## config.mk

```make
export PLATFORM = sky130hd
export DESIGN_NAME = kbc_pwr_seq
export DESIGN_NICKNAME = d
export VERILOG_FILES = /design/src/rtl/kbc_pwr_pkg.sv /design/src/rtl/kbc_wake_dec.sv /design/src/rtl/kbc_osc_settle.sv /design/src/rtl/kbc_pd_fsm.sv /design/src/rtl/kbc_pwr_seq.sv
export SDC_FILE = /design/constraint.sdc
export NUM_CORES = 1
export LEC_CHECK = 0
export ABC_AREA = 1
export BUFFER_PORTS_ARGS = -buffer_cell sky130_fd_sc_hd__buf_4
export CAP_MARGIN = 15
export CORE_AREA = 3 3 40 42
export CTS_CLUSTER_SIZE = 28
export DETAILED_ROUTE_END_ITERATION = 16
export DIE_AREA = 0 0 43 45
export PLACE_DENSITY_LB_ADDON = 0.15
export SLEW_MARGIN = 0
export SYNTH_ARGS = -nofsm -noshare
export SYNTH_HDL_FRONTEND = slang
export SYNTH_SLANG_ARGS = --single-unit
```

## constraint.sdc

```tcl
create_clock -name clk_i -period 2.4 [get_ports clk_i]
set_input_delay 0.48 -clock clk_i [delete_from_list [all_inputs] [get_ports clk_i]]
set_output_delay 0.48 -clock clk_i [all_outputs]
set_load 0.02 [all_outputs]
```

## src/rtl/kbc_pwr_pkg.sv

```systemverilog
package kbc_pwr_pkg;

  typedef enum logic [1:0] {
    ST_RUN   = 2'd0,
    ST_LIGHT = 2'd1,
    ST_DEEP  = 2'd2,
    ST_WARM  = 2'd3
  } pd_state_e;

  typedef struct packed {
    logic restart;
    logic irq;
  } resume_t;

  typedef struct packed {
    logic osc;
    logic tmr;
    logic exu;
  } clk_en_t;

  // Clock enables for each sleep state.
  function automatic clk_en_t enables_for(input pd_state_e st);
    clk_en_t en;
    case (st)
      ST_RUN:   en = '{osc: 1'b1, tmr: 1'b1, exu: 1'b1};
      ST_LIGHT: en = '{osc: 1'b1, tmr: 1'b1, exu: 1'b0};
      ST_WARM:  en = '{osc: 1'b1, tmr: 1'b0, exu: 1'b0};
      default:  en = '{osc: 1'b0, tmr: 1'b0, exu: 1'b0};
    endcase
    return en;
  endfunction

  // Resume kind for a wake: reset wins over a host write.
  function automatic resume_t classify_wake(input logic rst, input logic wr,
                                            input logic ie);
    resume_t r;
    r.restart = rst;
    r.irq     = !rst && wr && ie;
    return r;
  endfunction

  // A later reset overrides a pending host-write resume.
  function automatic resume_t merge_pending(input resume_t pend,
                                            input resume_t fresh,
                                            input logic rst_hit);
    return rst_hit ? fresh : pend;
  endfunction

endpackage

```

## src/rtl/kbc_wake_dec.sv

```systemverilog
module kbc_wake_dec
  import kbc_pwr_pkg::*;
(
  input  logic    core_rst_i,
  input  logic    host_wr_i,
  input  logic    ibf_ie_i,
  output logic    wake_o,
  output logic    rst_hit_o,
  output resume_t kind_o
);

  assign wake_o    = core_rst_i | host_wr_i;
  assign rst_hit_o = core_rst_i;
  assign kind_o    = classify_wake(core_rst_i, host_wr_i, ibf_ie_i);

endmodule

```

## src/rtl/kbc_osc_settle.sv

```systemverilog
module kbc_osc_settle #(
  parameter int SETTLE_CYC = 4
) (
  input  logic clk_i,
  input  logic por_ni,
  input  logic warm_i,
  input  logic osc_ready_i,
  output logic settled_o
);

  localparam int CW = (SETTLE_CYC < 2) ? 1 : $clog2(SETTLE_CYC);
  localparam logic [CW-1:0] LAST = CW'(SETTLE_CYC - 1);

  logic [CW-1:0] cnt_q;
  logic          at_last;

  assign at_last   = (cnt_q == LAST);
  assign settled_o = warm_i && osc_ready_i && at_last;

  always_ff @(posedge clk_i or negedge por_ni) begin
    if (!por_ni) begin
      cnt_q <= '0;
    end else if (!warm_i || !osc_ready_i) begin
      cnt_q <= '0;
    end else if (!at_last) begin
      cnt_q <= cnt_q + 1'b1;
    end
  end

endmodule

```

## src/rtl/kbc_pd_fsm.sv

```systemverilog
module kbc_pd_fsm
  import kbc_pwr_pkg::*;
(
  input  logic    clk_i,
  input  logic    por_ni,
  input  logic    halt_req_i,
  input  logic    stop_req_i,
  input  logic    wake_i,
  input  logic    rst_hit_i,
  input  resume_t kind_i,
  input  logic    settled_i,
  output logic    warm_o,
  output clk_en_t en_o,
  output resume_t pulse_o
);

  pd_state_e state_q, state_d;
  resume_t   pend_q, pend_d, merged;
  resume_t   pulse_q, pulse_d;
  logic      enter_req;

  assign enter_req = halt_req_i | stop_req_i;
  assign merged    = merge_pending(pend_q, kind_i, rst_hit_i);

  always_comb begin
    state_d = state_q;
    pend_d  = pend_q;
    pulse_d = '0;
    case (state_q)
      ST_RUN: begin
        if (enter_req) begin
          if (wake_i) pulse_d = kind_i;
          else        state_d = stop_req_i ? ST_DEEP : ST_LIGHT;
        end
      end
      ST_LIGHT: begin
        if (wake_i) begin
          state_d = ST_RUN;
          pulse_d = kind_i;
        end
      end
      ST_DEEP: begin
        if (wake_i) begin
          state_d = ST_WARM;
          pend_d  = kind_i;
        end
      end
      ST_WARM: begin
        pend_d = merged;
        if (settled_i) begin
          state_d = ST_RUN;
          pulse_d = merged;
          pend_d  = '0;
        end
      end
      default: state_d = ST_RUN;
    endcase
  end

  always_ff @(posedge clk_i or negedge por_ni) begin
    if (!por_ni) begin
      state_q <= ST_RUN;
      pend_q  <= '0;
      pulse_q <= '0;
    end else begin
      state_q <= state_d;
      pend_q  <= pend_d;
      pulse_q <= pulse_d;
    end
  end

  assign warm_o  = (state_q == ST_WARM);
  assign en_o    = enables_for(state_q);
  assign pulse_o = pulse_q;

endmodule

```

## src/rtl/kbc_pwr_seq.sv

```systemverilog
module kbc_pwr_seq
  import kbc_pwr_pkg::*;
#(
  parameter int SETTLE_CYC = 4
) (
  input  logic clk_i,
  input  logic por_ni,
  input  logic core_rst_i,
  input  logic host_wr_i,
  input  logic halt_req_i,
  input  logic stop_req_i,
  input  logic ibf_ie_i,
  input  logic osc_ready_i,
  output logic osc_en_o,
  output logic tmr_clk_en_o,
  output logic exu_clk_en_o,
  output logic resume_irq_o,
  output logic restart_zero_o
);

  logic    wake_w;
  logic    rst_hit_w;
  resume_t kind_w;
  logic    warm_w;
  logic    settled_w;
  clk_en_t en_w;
  resume_t pulse_w;

  kbc_wake_dec u_wake (
    .core_rst_i (core_rst_i),
    .host_wr_i  (host_wr_i),
    .ibf_ie_i   (ibf_ie_i),
    .wake_o     (wake_w),
    .rst_hit_o  (rst_hit_w),
    .kind_o     (kind_w)
  );

  kbc_osc_settle #(.SETTLE_CYC(SETTLE_CYC)) u_settle (
    .clk_i       (clk_i),
    .por_ni      (por_ni),
    .warm_i      (warm_w),
    .osc_ready_i (osc_ready_i),
    .settled_o   (settled_w)
  );

  kbc_pd_fsm u_fsm (
    .clk_i      (clk_i),
    .por_ni     (por_ni),
    .halt_req_i (halt_req_i),
    .stop_req_i (stop_req_i),
    .wake_i     (wake_w),
    .rst_hit_i  (rst_hit_w),
    .kind_i     (kind_w),
    .settled_i  (settled_w),
    .warm_o     (warm_w),
    .en_o       (en_w),
    .pulse_o    (pulse_w)
  );

  assign osc_en_o       = en_w.osc;
  assign tmr_clk_en_o   = en_w.tmr;
  assign exu_clk_en_o   = en_w.exu;
  assign resume_irq_o   = pulse_w.irq;
  assign restart_zero_o = pulse_w.restart;

endmodule

```

Word level (Yosys, flattened, before mapping)
Index checks and enable logic that the tools add are counted.
- register bits: 8
- input bits: 8
- logic and storage cells: 49
- add/sub/neg operators: 1
- equal/unequal tests: 10
- muxes and demuxes: 18
- bitwise operators: 2
- reductions and logical operators: 12
- operators by type and width (kind ; count):
    $mux W2 ; 14
    $pmux W3 S3 ; 1
    $pmux W2 S4 ; 1
    $eq A2 B2 Y1 const B ; 3
    $ne A2 B1 Y1 const B ; 3
    $ne A2 B2 Y1 const B ; 3
    $pmux W2 S3 ; 1
    $reduce_and A5 Y1 ; 1
    $logic_and A1 B1 Y1 ; 4
    $pmux W2 S2 ; 1
    $logic_not A1 Y1 ; 3
    $add A2 B1 Y2 const B ; 1
    $eq A2 B1 Y1 const B ; 1
    $logic_not A2 Y1 ; 1
    $or A1 B1 Y1 ; 2
    $reduce_and A2 Y1 ; 1
    $reduce_bool A2 Y1 ; 1
    $logic_or A1 B1 Y1 ; 1

Longest topological paths before layout
Gate-level depths: netlist (run 1).
- depth in word-level cells: 6
- mapped depth: 8
- mapped depth without buffers: 7

By module
Synthesis (run 1) repeated with hierarchy kept, for this count alone.
- cells, all modules: 79
- area, all modules: 566.8 µm²
- modules (own cells, without submodules) (module ; instances ; cells each ; area each (µm²) ; seq. area each (µm²)):
    kbc_pd_fsm ; 1 ; 60 ; 426.7 ; 150.1
    kbc_osc_settle ; 1 ; 14 ; 111.4 ; 50.0
    kbc_wake_dec ; 1 ; 5 ; 28.8 ; 0.0

Worst setup path after synthesis (run 1)
Ideal clock, no wire load.
- kind: reg2reg
- start point: register u_fsm.state_q[0]
- end point: register u_fsm.state_q[1]
- library setup time: 0.117 ns
- arrival time: 1.241 ns
- slack: 1.042 ns
- cell stages (with the launch flop): 8
- path buffers: 1
- period minus slack after synthesis: 1.358 ns
- path through: dfrtp_1 > buf_6 > nor2_1 > nand3_1 > nand2_1 > nand2_1 > nand2_1 > nand2_1
- word-level cells in the longest chain between the ends: 5
- elaborated cells between the ends (all ways): 13
- those cells by class: eq/ne (8); mux (1); reduce/logical (4)
- RTL lines (what ; RTL line ; RTL):
    start, declared ; kbc_pd_fsm.sv:17 ; pd_state_e state_q, state_d;
    start signal, assigned ; kbc_pd_fsm.sv:66 ; state_q <= state_d;
    $eq A2 B2 Y1 ; kbc_pd_fsm.sv:29, kbc_pd_fsm.sv:72 ;
    $logic_and A1 B1 Y1 (2 in series) ; kbc_osc_settle.sv:18 ; assign settled_o = warm_i && osc_ready_i && at_last;
    $ne A2 B2 Y1 (no line) ; n/a ;
    $reduce_and A5 Y1 (no line) ; n/a ;
Parallel ways exist; a longest one is shown, timed or not.
A chain may end at the register's enable or synchronous reset.

Worst setup path in the final report (run 1)
- start point: register u_fsm.state_q[0]
- end point: output exu_clk_en_o
- word-level cells in the longest chain between the ends: 2
- elaborated cells between the ends (all ways): 4
- those cells by class: eq/ne (2); mux (1); reduce/logical (1)
- RTL lines (what ; RTL line ; RTL):
    $eq A2 B2 Y1, or another cell as far along ; kbc_pwr_pkg.sv:24 ; case (st)
    $pmux W3 S3 (*) ; kbc_pwr_pkg.sv:24 ;
    end, declared ; kbc_pwr_seq.sv:16 ; output logic exu_clk_en_o,
Mark *: on every way between the ends. The rest lies on a longest branch, timed or not.

==> results of run 1 <==
-- layer usage --
layer / vias up / share of wire / track usage
met5: - / 0 / 0
li1: 246 / - / -
met4: 0 / 0 / 0.0542
met2: 15 / 0.47 / 0.168
met3: 0 / 0.060 / 0.0438
met1: 206 / 0.47 / 0.169
-- state kept, by name, summed over array words and instances (netlist names) --
signal	cells
u_fsm.state_q	2
u_fsm.pend_q	2
u_fsm.pulse_o	2
u_settle.cnt_q	2
-- worst paths after layout --
check / start / endpoint / slack, ps
min: por_ni / u_fsm.pend_q[0] / 40
min reg2reg: u_settle.cnt_q[1] / u_settle.cnt_q[1] / 510
max in group asynchronous: por_ni / u_fsm.state_q[1] / 2230
max: u_fsm.state_q[0] / exu_clk_en_o / 780
min in group clk_i: u_settle.cnt_q[1] / u_settle.cnt_q[1] / 510
max reg2reg: u_settle.cnt_q[0] / u_fsm.state_q[0] / 1210
-- cell type report --
class | instances | share of cell area
multi-input combinational | 48 | 0.400
sequential | 8 | 0.325
timing repair buffer | 12 | 0.146
inverter | 10 | 0.0610
clock buffer | 3 | 0.0366
tap | 15 | 0.0305
-- power by group through the flow --
stage | clock network, mW | registers (mW) | logic, mW
5_1_grt | 0.116 | 0.226 | 0.347
4_1_cts | 0.105 | 0.219 | 0.308
3_5_place_dp | 0 | 0.221 | 0.306
3_3_place_gp | 0 | 0.221 | 0.307
2_1_floorplan | 0 | 0.216 | 0.225
6_report | 0.101 | 0.219 | 0.306
-- per-stage QoR --
| step | worst slack [ps] | area [sq um] | power [mW] | hold slack (ps) |
|---|---|---|---|---|
| 2_1_floorplan | 1040 | 500 | 0.441 | 184 |
| 3_3_place_gp | 1070 | 593 | 0.528 | 307 |
| 3_5_place_dp | 1050 | 593 | 0.527 | 305 |
| 4_1_cts | 772 | 616 | 0.631 | 34.8 |
| 5_1_grt | 663 | 616 | 0.689 | 23.0 |
| 6_report | 775 | 616 | 0.626 | 35.4 |
-- cells in the final DEF, fill, tap and decap left out, types with 2 or more instances in the layout --
| cell | n |
|---|---|
| nand2_1 | 19 |
| buf_4 | 12 |
| inv_1 | 10 |
| nand3_1 | 9 |
| dfrtp_1 | 8 |
| a21oi_1 | 5 |
| nor2_1 | 4 |
| clkbuf_4 | 3 |
| o211ai_1 | 2 |
| nor2_4 | 2 |
-- kinds of logic (layout without fill, tap and decap cells) --
logic type               count (synthesis)  in the layout  synth area share
AO/OA/AOI/OAI                           10             10             0.120
adder cells (fa/ha/maj)                  1              1            0.0250
buffers and inverters                   12             25             0.107
AND/OR/NAND/NOR                         37             37             0.348
flip-flops                               8              8             0.400
==> results_dict.tcl, run 1 <==
set metrics [dict create \
    status "completed" \
    synthTopCellsByCount "19 x nand2_1, 10 x inv_1, 9 x nand3_1" \
    fmax_mhz 615 \
    fin_skew_ps 3.03 \
    clkPwrFrac 0.161 \
    multiInputGateArea_sq_um 246 \
    crit_chain "nor2_1 > buf_4" \
    crit_slowest_cell "dfrtp_1" \
    worstPathRequired_ps 1920 \
    dieArea_sq_um 1940 \
    worst_slew_pin_slew_ps 245 \
    layout-drive-gt1-share 0.247 \
    min_path_type "input port to async pin" \
    synthTopCellsByArea "dfrtp_1 40%, nand2_1 14%, nand3_1 9.0%, inv_1 7.5%, a21oi_1 5.0%" \
    final_cells 96 \
    syn_to_final_growth_pct 23.0 \
    rsz0062_at_grt "no" \
    grtUsageTotal 0.121 \
    cts_root_buf "clkbuf_4" \
    r2r_cells 5 \
    p_comb_frac 0.489 \
    ys_seq_area_frac 0.400 \
    syn_avg_cell_area_sq_um 7.36 \
    cts.sinks 8 \
    grt_max_degree 9 \
    grt_pass1_wl_um 1750 \
    p_per_area_nw_per_um2 1020 \
    drc 0 \
    slew-limit-headroom 0.836 \
    crit_type "register to output port" \
    syn_inst 68 \
    synth_warnings 0 \
    irDropWorstVdd_v 0.000492 \
    io_pins 13 \
    worstPathArrival_ps 1140 \
    finalCritPeriodShare 0.677 \
    cts_hold_buffers 0 \
    hold_viol_final 0 \
    max-cap-violations 0 \
    synth_top_area_share 0.400 \
    swShare 0.434 \
    syn_nets 77 \
    core_sq_um 1280 \
    ys_seq_elements 8 \
    antenna_found_initial 0 \
    initial_core_util 0.389 \
    die_width_um 43 \
    drtPass1Iterations 5 \
    fin_nets 92 \
    end_kind "output port" \
    cts_resized 0 \
    synth_edf_count 0 \
    gp_congestion 0.775 \
    cts_buffers 3 \
    worst_setup_path_start_kind "register" \
    power.internal_mw 0.354 \
    clock_latency_ps 250 \
    routed_wl_um 1010 \
    overflow 0 \
    crit_fanout 8 \
    synthArstFlopShare 1.00 \
    crit_buf_inv 1 \
    fin_crit_ps 1620 \
    drv_slew 0 \
    p_sw_mw 0.272 \
    power_frac_seq 0.350 \
    wl_per_cell_um 10.5 \
    num_vias 467 \
    final_core_util 0.479 \
    cpPeakStageDelay_ps 450 \
    n_fill_cell 134 \
    via_per_inst 4.86 \
    yosysMostFrequentCell "nand2_1" \
    std_cell_rows 13 \
    cts_tree "built" \
    grt_pass1_vias 405 \
    worstSetupPathDepth 2 \
    cts_buffer_depth 2 \
    die_y_um 45 \
    dp.cells 93 \
    tns_ps 0 \
    ant_nets 0 \
    finalSetupViolCount 0 \
    htreeDepth 1 \
    antenna_cells 0 \
    syn_area_sq_um 500 \
    io_buffers 12 \
    p_leak_nw 0.328 \
    drtIter0Drc 12 \
    seqCellArea_sq_um 200 \
    ys_types 17 \
    critPathTopFamily "flip-flops" \
    synth_flop_cell "dfrtp_1" \
    post-dp-hpwl_um 816 \
    yosysTopAreaCell "dfrtp_1" \
    cts_setup_buffers 0 \
    clk_pin_slew_ps 50 \
]
(Power assumes the default switching activity.)
==> run 2, diff against run 1 <==
clock period = 1.4 ns   (was 2.4 ns; I/O delays follow)
==> run 2 against run 1 <==
  * Clock-buffer cell count unchanged
  * Clock skew increased by 4.0 ps
  * Flip-flop and latch count unchanged
  * Worst setup slack got worse by 680 ps
  * Critical endpoint unchanged
  * Largest cell class unchanged
==> results_dict.tcl, run 2 (same netlist as run 1, synthesis figures left out) <==
set metrics [dict create \
    cts_buffers 3 \
    io_pins 13 \
    p_leak_nw 0.331 \
    r2r_start "u_settle.cnt_q[0]" \
    startpoint "u_fsm.state_q[0]" \
    fmax_mhz 765 \
    clk_pin_slew_ps 60 \
    via_per_inst 4.61 \
    syn_to_final_growth_pct 27.0 \
    cts_buffer_depth 2 \
    gp_congestion 0.846 \
    die_width_um 43 \
    worstPathArrival_ps 1030 \
    grtUsageTotal 0.122 \
    io_buffers 12 \
    slew-limit-headroom 0.877 \
    crit_buf_inv 1 \
    die_y_um 45 \
    num_vias 447 \
    fin_crit_ps 1310 \
    fin_skew_ps 6.98 \
    crit_fanout 8 \
    layout-drive-gt1-share 0.293 \
    cts.sinks 8 \
    drtIter0Drc 2 \
    dp.cells 93 \
    initial_core_util 0.389 \
    critPathTopFamily "flip-flops" \
    end_kind "output port" \
    cts_root_buf "clkbuf_4" \
    hold_depth 4 \
    finalCritPeriodShare 0.933 \
    regToRegSetupSlack_ps 230 \
    irDropWorstVdd_v 0.000653 \
    final_cells 97 \
    crit_type "register to output port" \
    tns_ps 0 \
    cts_tree "built" \
    dieArea_sq_um 1940 \
    hold_end "u_fsm.state_q[0]" \
    status "completed" \
    min_path_type "input port to register" \
    worst_setup_path_start_kind "register" \
    antenna_found_initial 0 \
    ant_nets 0 \
    cpPeakStageDelay_ps 470 \
    crit_chain "nor2_4 > buf_4" \
    post-dp-hpwl_um 781 \
    rsz0062_at_grt "no" \
    grt_max_degree 9 \
    r2r_cells 5 \
    layout_commonest_cell "nand2_1" \
    worst_slew_pin_slew_ps 184 \
    fin_nets 93 \
    min-delay-start "stop_req_i" \
    hold_viol_final 0 \
    worstPathRequired_ps 1120 \
    drtPass1Iterations 2 \
    htreeDepth 1 \
    clock_latency_ps 250 \
    drv_slew 0 \
    drc 0 \
    antenna_cells 0 \
    timing.rr.end "u_fsm.state_q[0]" \
    max-cap-violations 0 \
    wl_per_cell_um 10.1 \
    grt_pass1_wl_um 1750 \
    grt_pass1_vias 406 \
    overflow 0 \
    core_sq_um 1280 \
    p_per_area_nw_per_um2 1730 \
    routed_wl_um 982 \
    finalSetupViolCount 0 \
    std_cell_rows 13 \
    crit_slowest_cell "dfrtp_2" \
    final_cell_mix "19 x nand2_1, 12 x buf_4, 9 x inv_1, 9 x nand3_1, 6 x dfrtp_1" \
]
run 2: metrics by stage:
stage	hold slack (ps)	instance area (sq um)	utilization	setup WS, ps	total power, mW
after floorplan	-15.6	500	-	41.8	0.755
after global placement	104	593	0.462	224	0.906
after detailed placement	106	593	0.462	238	0.900
after CTS	332	628	0.489	14.6	1.09
after global routing	331	636	0.495	32.7	1.21
final	334	636	0.495	93.5	1.10
run 2: what timing repair did:
item	CTS	global route
buffers inserted	0	0
hold buffers	1	0
endpoints found under the setup margin	1	3
resized for setup	1	4
hold endpoints to repair	8	0
run 2: worst max path at each step:
| stage | slack [ps] | cells after the start | to |
|---|---|---|---|
| after CTS | 10 | 2 | tmr_clk_en_o |
| after floorplan | 40 | 7 | u_fsm.state_q[1] |
| after global routing | 30 | 3 | osc_en_o |
| final | 90 | 2 | exu_clk_en_o |
| after detailed placement | 240 | 5 | u_fsm.state_q[0] |
| after global placement | 220 | 6 | u_fsm.state_q[1] |
run 2: where the power goes:
part / switching, mW / internal, mW / leakage (nW)
combinational: 0.311 / 0.216 / 0.215
clock: 0.0745 / 0.0978 / 0.0138
sequential: 0.0901 / 0.313 / 0.102
run 2: per-layer routing:
layer | part of all wire | vias to the layer above | GRT usage
met5 | 0 | - | 0
met4 | 0 | 0 | 0.0181
met3 | 0.056 | 0 | 0.0717
met2 | 0.46 | 8 | 0.180
met1 | 0.48 | 189 | 0.158
li1 | - | 250 | -
run 2: cell type report:
type                    count  area (sq um)
repair buffers             13           100
multi-input cells          48           254
clock buffers               3          22.5
flip-flops and latches      8           203
well taps                  15          18.8
fillers                   128           649
inverters                  10          37.5
run 2: worst min-delay path, stage by stage:
cell	delay [ps]
buf_4	80
a21oi_1	60
nand3_1	80
nand2_1	50
